File: src/rtl/cdb_pkg.sv
package cdb_pkg;
  localparam int unsigned BYTE_W   = 8;
  localparam int unsigned GRP_W    = 3;
  localparam int unsigned GRP_LSB  = BYTE_W - GRP_W;
  localparam int unsigned LEN_SHORT = 6;
  localparam int unsigned LEN_MID   = 10;
  localparam int unsigned LEN_LONG  = 12;

  typedef enum logic [GRP_W-1:0] {
    GRP_0 = 3'd0, GRP_1 = 3'd1, GRP_2 = 3'd2, GRP_3 = 3'd3,
    GRP_4 = 3'd4, GRP_5 = 3'd5, GRP_VU6 = 3'd6, GRP_VU7 = 3'd7
  } grp_e;
endpackage

File: src/rtl/cdb_group_decode.sv
module cdb_group_decode
  import cdb_pkg::*;
#(
  parameter int unsigned CNT_W = 24
) (
  input  logic [BYTE_W-1:0] byte_i,
  input  logic              vu_keep_i,
  output logic              hit_o,
  output logic [CNT_W-1:0]  len_o
);
  grp_e grp;
  assign grp = grp_e'(byte_i[BYTE_W-1:GRP_LSB]);

  always_comb begin
    hit_o = 1'b1;
    len_o = CNT_W'(LEN_SHORT);
    unique case (grp)
      GRP_0:   len_o = CNT_W'(LEN_SHORT);
      GRP_1,
      GRP_2:   len_o = CNT_W'(LEN_MID);
      GRP_5:   len_o = CNT_W'(LEN_LONG);
      GRP_VU6: begin hit_o = !vu_keep_i; len_o = CNT_W'(LEN_SHORT); end
      GRP_VU7: begin hit_o = !vu_keep_i; len_o = CNT_W'(LEN_LONG);  end
      default: hit_o = 1'b0;
    endcase
  end
endmodule

File: src/rtl/cdb_count_ctrl.sv
module cdb_count_ctrl #(
  parameter int unsigned CNT_W = 24
) (
  input  logic             clk_i,
  input  logic             rst_ni,
  input  logic             start_i,
  input  logic             arm_i,
  input  logic [CNT_W-1:0] prog_count_i,
  input  logic             byte_valid_i,
  input  logic             hit_i,
  input  logic [CNT_W-1:0] len_i,
  output logic [CNT_W-1:0] count_o,
  output logic             overwritten_o,
  output logic             illegal_irq_o
);
  logic armed_q, take;

  assign take = armed_q && byte_valid_i && !start_i;

  always_ff @(posedge clk_i or negedge rst_ni) begin
    if (!rst_ni) begin
      armed_q       <= 1'b0;
      count_o       <= '0;
      overwritten_o <= 1'b0;
      illegal_irq_o <= 1'b0;
    end else begin
      illegal_irq_o <= 1'b0;
      if (start_i) begin
        armed_q       <= arm_i;
        count_o       <= prog_count_i;
        overwritten_o <= 1'b0;
      end else if (take) begin
        armed_q <= 1'b0;  // first byte only
        if (hit_i) begin
          count_o       <= len_i;
          overwritten_o <= 1'b1;
        end else begin
          illegal_irq_o <= (count_o == '0);
        end
      end
    end
  end
endmodule

File: src/rtl/cdb_len_decoder.sv
module cdb_len_decoder
  import cdb_pkg::*;
#(
  parameter int unsigned CNT_W = 24
) (
  input  logic              clk_i,
  input  logic              rst_ni,
  input  logic              start_i,
  input  logic              target_mode_i,
  input  logic              cmd_phase_i,
  input  logic              vu_keep_count_i,
  input  logic [CNT_W-1:0]  prog_count_i,
  input  logic              byte_valid_i,
  input  logic [BYTE_W-1:0] byte_i,
  output logic [CNT_W-1:0]  count_o,
  output logic              overwritten_o,
  output logic              illegal_irq_o
);
  logic             hit;
  logic [CNT_W-1:0] len;

  cdb_group_decode #(.CNT_W(CNT_W)) u_dec (
    .byte_i    (byte_i),
    .vu_keep_i (vu_keep_count_i),
    .hit_o     (hit),
    .len_o     (len)
  );

  cdb_count_ctrl #(.CNT_W(CNT_W)) u_ctrl (
    .clk_i         (clk_i),
    .rst_ni        (rst_ni),
    .start_i       (start_i),
    .arm_i         (target_mode_i && cmd_phase_i),
    .prog_count_i  (prog_count_i),
    .byte_valid_i  (byte_valid_i),
    .hit_i         (hit),
    .len_i         (len),
    .count_o       (count_o),
    .overwritten_o (overwritten_o),
    .illegal_irq_o (illegal_irq_o)
  );
endmodule

File: config.mk
export PLATFORM = sky130hd
export DESIGN_NAME = cdb_len_decoder
export DESIGN_NICKNAME = d
export VERILOG_FILES = /design/src/rtl/cdb_pkg.sv /design/src/rtl/cdb_group_decode.sv /design/src/rtl/cdb_count_ctrl.sv /design/src/rtl/cdb_len_decoder.sv
export SDC_FILE = /design/constraint.sdc
export NUM_CORES = 1
export LEC_CHECK = 0
export CAP_MARGIN = 20
export CORE_ASPECT_RATIO = 1.5
export CORE_MARGIN = 5
export CORE_UTILIZATION = 40
export DETAILED_ROUTE_END_ITERATION = 10
export GPL_ROUTABILITY_DRIVEN = 0
export PLACE_DENSITY = 0.83
export SYNTH_ARGS = -nofsm -noshare
export SYNTH_HDL_FRONTEND = slang
export SYNTH_SLANG_ARGS = --single-unit
File: constraint.sdc
create_clock -name clk_i -period 3.3 [get_ports clk_i]
set_clock_uncertainty 0.15 [all_clocks]
set_input_delay 0.66 -clock clk_i [delete_from_list [all_inputs] [get_ports clk_i]]
set_output_delay 0.66 -clock clk_i [all_outputs]
set_load 0.01 [all_outputs]
# Yosys cells after proc, flatten, opt, wreduce, memory -nomap -nowiden
# Index checks and enable logic that the tools add are counted.
[op_classes] order_cmp=0 add_sub_neg=0 reduce_logical=14 muxes=13 mul=0 bitwise_logic=0 shifts=0 div_mod_pow=0 n_eq_ne=5
[op_table] op="$mux W24" count=3
[op_table] op="$logic_not A24 Y1" count=1
[op_table] op="$eq A3 B3 Y1 const B" count=3
[op_table] op="$mux W1" count=8
[op_table] op="$pmux W4 S2" count=1
[op_table] op="$reduce_or A2 Y1" count=3
[op_table] op="$reduce_bool A2 Y1" count=2
[op_table] op="$reduce_or A4 Y1" count=1
[op_table] op="$eq A3 B1 Y1 const B" count=1
[op_table] op="$eq A3 B2 Y1 const B" count=1
[op_table] op="$logic_and A1 B1 Y1" count=3
[op_table] op="$logic_not A3 Y1" count=1
[op_table] op="$logic_not A1 Y1" count=2
[op_table] op="$pmux W1 S2" count=1
[op_table] op="$reduce_and A2 Y1" count=1
[word_totals] ramBits=0 latch_bits=0 mem_bits_ro=0 reg_bits=27 mem_count=0

# Depth between registers and ports, before layout
# Gate-level depths: netlist (run 1).
[depth] depth_word=6 ltp_mapped=5

# Hierarchy
# From an unflattened synthesis (run 1), not the netlist that was laid out.
[hier_totals] hier_cells=154 area_unflattened_um2=1665.3
[by_module_without_submodules] mod="cdb_count_ctrl" seq_area_each_um2=675.6 area_each_um2=1445.1 cells_per_inst=123 n_inst=1
[by_module_without_submodules] mod="cdb_group_decode" seq_area_each_um2=0.0 area_each_um2=214.0 cells_per_inst=30 n_inst=1
[by_module_without_submodules] mod="cdb_len_decoder" seq_area_each_um2=0.0 area_each_um2=6.3 cells_per_inst=1 n_inst=1

# Least setup slack after synthesis (run 1)
# No wires, ideal clock.
[synth_path] path_kind="input -> register" from="input start_i" to="register u_ctrl.count_o[2]" stages=3 required_ns=3.025 slack_ns=1.462 setup_ns=0.125 t_arrival_ns=1.563 path_cell_list="clkbuf_1 -> o31ai_4 -> mux2_2"
[synth_between] elab_chain_len=4
[synth_rtl] item="start: declaration" line_no="cdb_len_decoder.sv:8" rtl="input logic start_i,"
[synth_rtl] item="$logic_not A1 Y1" line_no="cdb_count_ctrl.sv:18" rtl="assign take = armed_q && byte_valid_i && !start_i;"
[synth_rtl] item="$logic_and A1 B1 Y1" line_no="cdb_count_ctrl.sv:18"
[synth_rtl] item="$reduce_bool A2 Y1 (no line)"
[synth_rtl] item="$reduce_and A2 Y1 (no line)"
[synth_rtl] item="end signal: assignment" line_no="cdb_count_ctrl.sv:30" rtl="count_o <= prog_count_i;"
[synth_rtl] item="end signal: assignment" line_no="cdb_count_ctrl.sv:35" rtl="count_o <= len_i;"
[synth_rtl] item="end: declaration" line_no="cdb_count_ctrl.sv:12" rtl="output logic [CNT_W-1:0] count_o,"
# Several ways; a longest one is shown, not always the timed one.
# A chain may end at the register's enable or synchronous reset.

# Worst setup path after layout (run 1)
[layout_path] from="input byte_i[7]" to="register u_ctrl.count_o[3]"
[layout_between] elab_chain_len=6
[layout_rtl] item="start: declaration" line_no="cdb_len_decoder.sv:14" rtl="input logic [BYTE_W-1:0] byte_i,"
[layout_rtl] item="$eq A3 B3 Y1 (tied with other cells)" line_no="cdb_group_decode.sv:17" rtl="unique case (grp)"
[layout_rtl] item="$reduce_or A2 Y1, on equally long branches"
[layout_rtl] item="$pmux W4 S2" line_no="cdb_group_decode.sv:17"
[layout_rtl] item="$mux W24" line_no="cdb_count_ctrl.sv:34" rtl="if (hit_i) begin"
[layout_rtl] item="$mux W24" line_no="cdb_count_ctrl.sv:32" rtl="end else if (take) begin"
[layout_rtl] item="$mux W24" line_no="cdb_count_ctrl.sv:28" rtl="if (start_i) begin"
# Several ways; a longest one is shown, not always the timed one. The select of a mux whose other input is x is not followed.

==> results of run 1 <==
-- registers in the layout, indices dropped and copies added (netlist names) --
register,count
u_ctrl.illegal_irq_o,1
u_ctrl.armed_q,1
u_ctrl.count_o,24
u_ctrl.overwritten_o,1
-- Yosys cell counts --
cell type,count
a32o_1,1
buf_6,2
o31ai_4,1
a221oi_1,1
and3b_1,1
a21o_1,1
xor2_1,1
nor2b_1,1
nand3_1,2
nand2_1,1
clkbuf_1,1
nand2b_1,1
dfrtp_1,27
a21oi_1,4
buf_2,3
or3_1,1
nor2_1,3
o311ai_0,1
nor4_1,7
inv_1,3
mux2_2,2
nor4bb_1,1
a22o_1,21
mux2i_1,2
-- worst max-delay path, stage by stage --
cell	delay, ns
clkdlybuf4s50_1	0.48
and3b_1	0.26
o31ai_4	0.57
mux2_2	0.41
-- kinds of logic after synthesis --
kind of cell | Yosys count
compound gates | 30
simple gates | 18
mux | 4
buf+inv | 9
xor+xnor | 1
flops | 27
-- power by group through the flow --
| stage | combinational, mW | clock, mW | sequential (mW) |
|---|---|---|---|
| floorplan | 0.0638 | 0 | 0.418 |
| global placement | 0.213 | 0 | 0.404 |
| detailed placement | 0.216 | 0 | 0.407 |
| CTS | 0.218 | 0.180 | 0.402 |
| global route | 0.230 | 0.194 | 0.408 |
| finish | 0.215 | 0.179 | 0.402 |
-- worst max-delay path by stage --
stage / startpoint / to / slack (ns) / cells past startpoint
3_3_place_gp: byte_i[7] / u_ctrl.count_o[2]$_DFFE_PN0P_ / 0.69 / 4
2_1_floorplan: start_i / u_ctrl.count_o[2]$_DFFE_PN0P_ / 1.46 / 3
3_5_place_dp: byte_i[7] / u_ctrl.count_o[2]$_DFFE_PN0P_ / 0.65 / 4
4_1_cts: byte_i[7] / u_ctrl.count_o[3]$_DFFE_PN0P_ / 0.91 / 4
6_report: byte_i[7] / u_ctrl.count_o[3]$_DFFE_PN0P_ / 0.92 / 4
5_1_grt: byte_i[7] / u_ctrl.count_o[10]$_DFFE_PN0P_ / 0.77 / 5
-- metal layers --
| metal | vias to the layer above | wire, um | track usage |
|---|---|---|---|
| li1 | 465 | - | - |
| met1 | 486 | 1220 | 0.204 |
| met2 | 35 | 1700 | 0.294 |
| met3 | 2 | 141 | 0.0196 |
| met4 | 0 | 28 | 0.0426 |
| met5 | - | 0 | 0 |
-- through the flow --
step,instances,util,area [um^2],power [mW]
final,187,0.672,1820,0.795
after global routing,187,0.672,1820,0.832
after CTS,187,0.672,1820,0.800
after detailed placement,183,0.655,1770,0.623
after global placement,183,0.655,1770,0.617
after floorplan,89,-,1150,0.482
-- final cells by class --
| class | instances | area [um^2] | area share |
|---|---|---|---|
| Clock buffer | 3 | 41.3 | 0.0227 |
| Tap cell | 37 | 46.3 | 0.0255 |
| Inverter | 3 | 11.3 | 0.00619 |
| Sequential cell | 27 | 676 | 0.372 |
| Multi-Input combinational cell | 53 | 418 | 0.230 |
| Timing Repair Buffer | 63 | 621 | 0.341 |
| Clock inverter | 1 | 5.00 | 0.00275 |
==> metrics.txt, run 1 <==
post-DR wirelength/cell 16.5 um; via count 988; flops & latches, synth 27; Die Height 75.6 um; GRT Resource Usage Total 0.164; Pleak 0.768 nW; Distinct cells, synth 24; Synth area leader dfrtp_1; main combinational cell family by area after synthesis compound AO/OA/AOI/OAI gates; post-synthesis simple-gate area fraction 0.0928; sequential group share of total power 0.505; Comb power frac 0.270; Clk network pwr share 0.225; final hold vios 0; max-slew violations 0; post-CTS setup buffer count 0; Post-Route Setup TNS 0 ns; Final WS setup 0.921 ns; Synth area leaders dfrtp_1 59%, a22o_1 16%, nor4_1 3.8%, buf_6 2.0%, mux2_2 2.0%; H-Tree Depth 1; I/O Pins 65; max_slew headroom 0.589; switching part of the total 0.262; # resized after CTS 0; RSZ-0062 raised after global routing no; commonest non-fill, non-tap cell in the layout clkdlybuf4s50_1; final wirelength 3.09 mm; worst hold margin 0.379 ns; mux contribution to synthesized area 0.0371; sequential element share of the synthesized area 0.590; WS Path Type in -> reg; Fillers 226; outcome complete, no violations; initial antenna violation count 0; Synth Area in XOR/XNOR 0.00764; Least-Margin Pin Slew 0.616 ns; fin crit share 0.721; Required @ worst endpoint 3.30 ns; CTS tree done; core box area 2710 um^2; # hold bufs at CTS 0; residual DRC count 0; CTS Buf Count 3; vias in the first global route 1,069; Syn Inst Count 89; DR vias/cell 5.28; port bufs 59; Clock transition at path regs 0.09 ns; Max Buffers Root-to-Sink 2; first-pass GRT wire length 4.91 mm; antenna cell count 0; endpoints failing setup 0; post-place setup slack 0.646 ns; Area Overhead vs Synth 58.6%; worst vdd ir 0.297 mV; Post-DP HPWL 2.38 mm; PwrDens 437 nW/um^2; Hold Path Depth 2; CP arrival 2.38 ns; HP Start u_ctrl.overwritten_o$_DFFE_PN0P_; initial cell density of the core 0.424; Congestion Overflow GR 0; syn nets 128; clock tree sinks 27; r2r endpoint u_ctrl.illegal_irq_o$_DFF_PN0_; Hold Path Sink u_ctrl.overwritten_o$_DFFE_PN0P_; worst-path fanout max 13; maximum clock rate 420 MHz; switching pwr 0.209 mW; CTS Root Cell clkbuf_8; Yosys top cell area share 0.590; Syn Area/Cell 12.9 um^2; DRT Pass-1 Iters 4; final worst path period need 2.38 ns; DR iter-0 viols 15; cell area after synthesis 1150 um^2; R2R Path Start u_ctrl.count_o[6]$_DFFE_PN0P_; Setup crit end kind flop; largest net degree at the start of global routing 28; Hold/Removal Path Class reg -> reg; synth warn 0; Die W 53.7 um; antenna-violating nets left 0; share of layout cells above drive strength 1 0.0733; maxcap violations 0; R2R depth 3; Pint 0.587 mW; DIE AREA 4060 um^2; Compound-Gate Fraction of Synth Area 0.227; Post-Synth Adder-Cell Area 0; CP Launch Type primary input; most frequent cells in the layout 59 x clkdlybuf4s50_1, 27 x dfrtp_1, 21 x a22o_1; R2R Setup Slk 1.82 ns; clk_lat worst skew 0.26 ns; Layout Nets 190; Cell Rows 23
Note: power is estimated with default switching activity, not from simulation.
==> inputs of run 2 (changes only) <==
CORE_UTILIZATION = 34   (was 40)
PLACE_DENSITY = 0.75   (was 0.83)
clock period = 2.05 ns   (was 3.3 ns; I/O delays follow)
==> metrics.txt, run 2 (synthesis results as in run 1) <==
CTS Root Cell clkbuf_8 (unchanged); port bufs 59 (unchanged); core box area 3190 um^2 (was 2710 um^2); RSZ-0062 raised after global routing no (unchanged); initial cell density of the core 0.359 (was 0.424); worst vdd ir 0.433 mV (was 0.297 mV); met3 wire length 254 um (was 141 um); max reg flops 24 (unchanged); Highest Signal Layer met4 (unchanged); vias in the first global route 1,092 (was 1,069); final wirelength 3.17 mm (was 3.09 mm); Congestion Overflow GR 0 (unchanged); DR vias/cell 5.23 (was 5.28); DR iter-0 viols 62 (was 15); final core utilization 0.586 (was 0.672); # resized after CTS 0 (unchanged); r2r endpoint u_ctrl.illegal_irq_o$_DFF_PN0_ (unchanged); GRT Resource Usage Total 0.136 (was 0.164); Layout Nets 196 (was 190); commonest non-fill, non-tap cell in the layout clkdlybuf4s50_1 (unchanged); Post-DP HPWL 2.53 mm (was 2.38 mm); post-CTS setup buffer count 0 (unchanged); Clock transition at path regs 0.09 ns (about the same); final worst path period need 1.85 ns; CP arrival 1.86 ns (was 2.38 ns); max_slew headroom 0.759 (was 0.589); first-pass GRT wire length 5.02 mm (was 4.91 mm); Die W 57.4 um (was 53.7 um); R2R depth 3 (unchanged); Setup crit end kind flop (unchanged); CP Launch Type primary input (unchanged); Hold/Removal Path Class in -> async (was reg -> reg); outcome complete, no violations (unchanged); Pleak 0.793 nW (was 0.768 nW); Max Buffers Root-to-Sink 2 (unchanged); Pwr Total 1.29 mW (was 0.795 mW); Cell Rows 25 (was 23); Area Overhead vs Synth 63.1% (was 58.6%); Register Area 676 um^2 (unchanged); R2R Setup Slk 0.63 ns (was 1.82 ns); most frequent cells in the layout 59 x clkdlybuf4s50_1, 27 x dfrtp_1, 21 x a22o_1 (unchanged); share of layout cells above drive strength 1 0.109 (was 0.0733); CTS Buf Count 3 (unchanged); antenna cell count 0 (unchanged); post-DR wirelength/cell 16.2 um (was 16.5 um); via count 1,026 (was 988); met1 wire length 1.24 mm (was 1.22 mm); PwrDens 693 nW/um^2 (was 437 nW/um^2); R2R Path Start u_ctrl.count_o[3]$_DFFE_PN0P_ (was u_ctrl.count_o[6]$_DFFE_PN0P_); fin crit share 0.903; largest net degree at the start of global routing 28 (unchanged); Biggest register u_ctrl.count_o (unchanged); antenna-violating nets left 0 (unchanged); final hold vios 0 (unchanged); endpoints failing setup 0 (unchanged); DIE AREA 4660 um^2 (was 4060 um^2); residual DRC count 0 (unchanged); H-Tree Depth 1 (unchanged); WS Path Type in -> reg (unchanged); Fillers 298 (was 226); clk_lat worst skew 0.26 ns (about the same); worst-path fanout max 8 (was 13); Die Height 81.1 um (was 75.6 um); initial antenna violation count 0 (unchanged); Least-Margin Pin Slew 0.351 ns (was 0.616 ns); maximum clock rate 540 MHz; CTS tree done (unchanged); maxcap violations 0 (unchanged); Required @ worst endpoint 2.06 ns (was 3.30 ns); max-slew violations 0 (unchanged); DRT Pass-1 Iters 4 (unchanged); clock tree sinks 27 (unchanged); area of the multi-input gates 418 um^2 (unchanged); # hold bufs at CTS 0 (unchanged); wire length on met2 1.60 mm (was 1.70 mm); I/O Pins 65 (unchanged)
run 2: area by class of cell:
| type | instances | area share |
|---|---|---|
| clock buffer | 3 | 0.0221 |
| clock inverter | 1 | 0.00402 |
| inverter | 3 | 0.00602 |
| multi-input combinational | 53 | 0.224 |
| sequential | 27 | 0.361 |
| tap | 40 | 0.0268 |
| timing repair buffer | 69 | 0.356 |
run 2: worst max-delay path by stage:
stage	to	start	slack [ns]	depth (start not counted)
2_1_floorplan	u_ctrl.count_o[2]$_DFFE_PN0P_	start_i	0.46	3
3_3_place_gp	u_ctrl.count_o[2]$_DFFE_PN0P_	byte_i[7]	-0.007	4
3_5_place_dp	u_ctrl.count_o[3]$_DFFE_PN0P_	byte_i[7]	-0.07	4
4_1_cts	u_ctrl.count_o[1]$_DFFE_PN0P_	byte_i[7]	0.21	5
5_1_grt	u_ctrl.count_o[1]$_DFFE_PN0P_	byte_i[7]	0.14	5
6_report	u_ctrl.count_o[3]$_DFFE_PN0P_	start_i	0.20	5
run 2: routing by layer:
layer	GRT usage	vias up
li1	-	479
met1	0.157	490
met2	0.235	49
met3	0.0350	8
met4	0.0580	0
met5	0	-
run 2: critical path, cell delays in order:
cell and delay (ns):
clkdlybuf4s50_1 0.52, buf_4 0.22, nor4bb_1 0.32, a221oi_1 0.11, mux2_2 0.27
run 2: metrics by stage:
| step | setup slack, ns | hold slack [ns] | instances | cell area [um^2] | setup TNS, ns |
|---|---|---|---|---|---|
| after floorplan | 0.462 | -0.0356 | 89 | 1150 | 0 |
| after global placement | -0.00731 | 0.353 | 192 | 1820 | -0.0139 |
| after detailed placement | -0.0657 | 0.364 | 192 | 1820 | -0.665 |
| after CTS | 0.215 | 0.366 | 196 | 1870 | 0 |
| after global routing | 0.139 | 0.394 | 196 | 1870 | 0 |
| final | 0.198 | 0.367 | 196 | 1870 | 0 |
run 2: power by group:
part	switching [mW]	total [mW]	internal, mW
Combinational	0.133	0.358	0.225
Sequential	0.0512	0.644	0.593
Clock	0.156	0.293	0.137
==> inputs of run 3 (changes only) <==
CTS_CLUSTER_DIAMETER = 100   (was default)
==> results of run 3 <==
The final DEF is identical to that of run 2; final timing and power are the same.
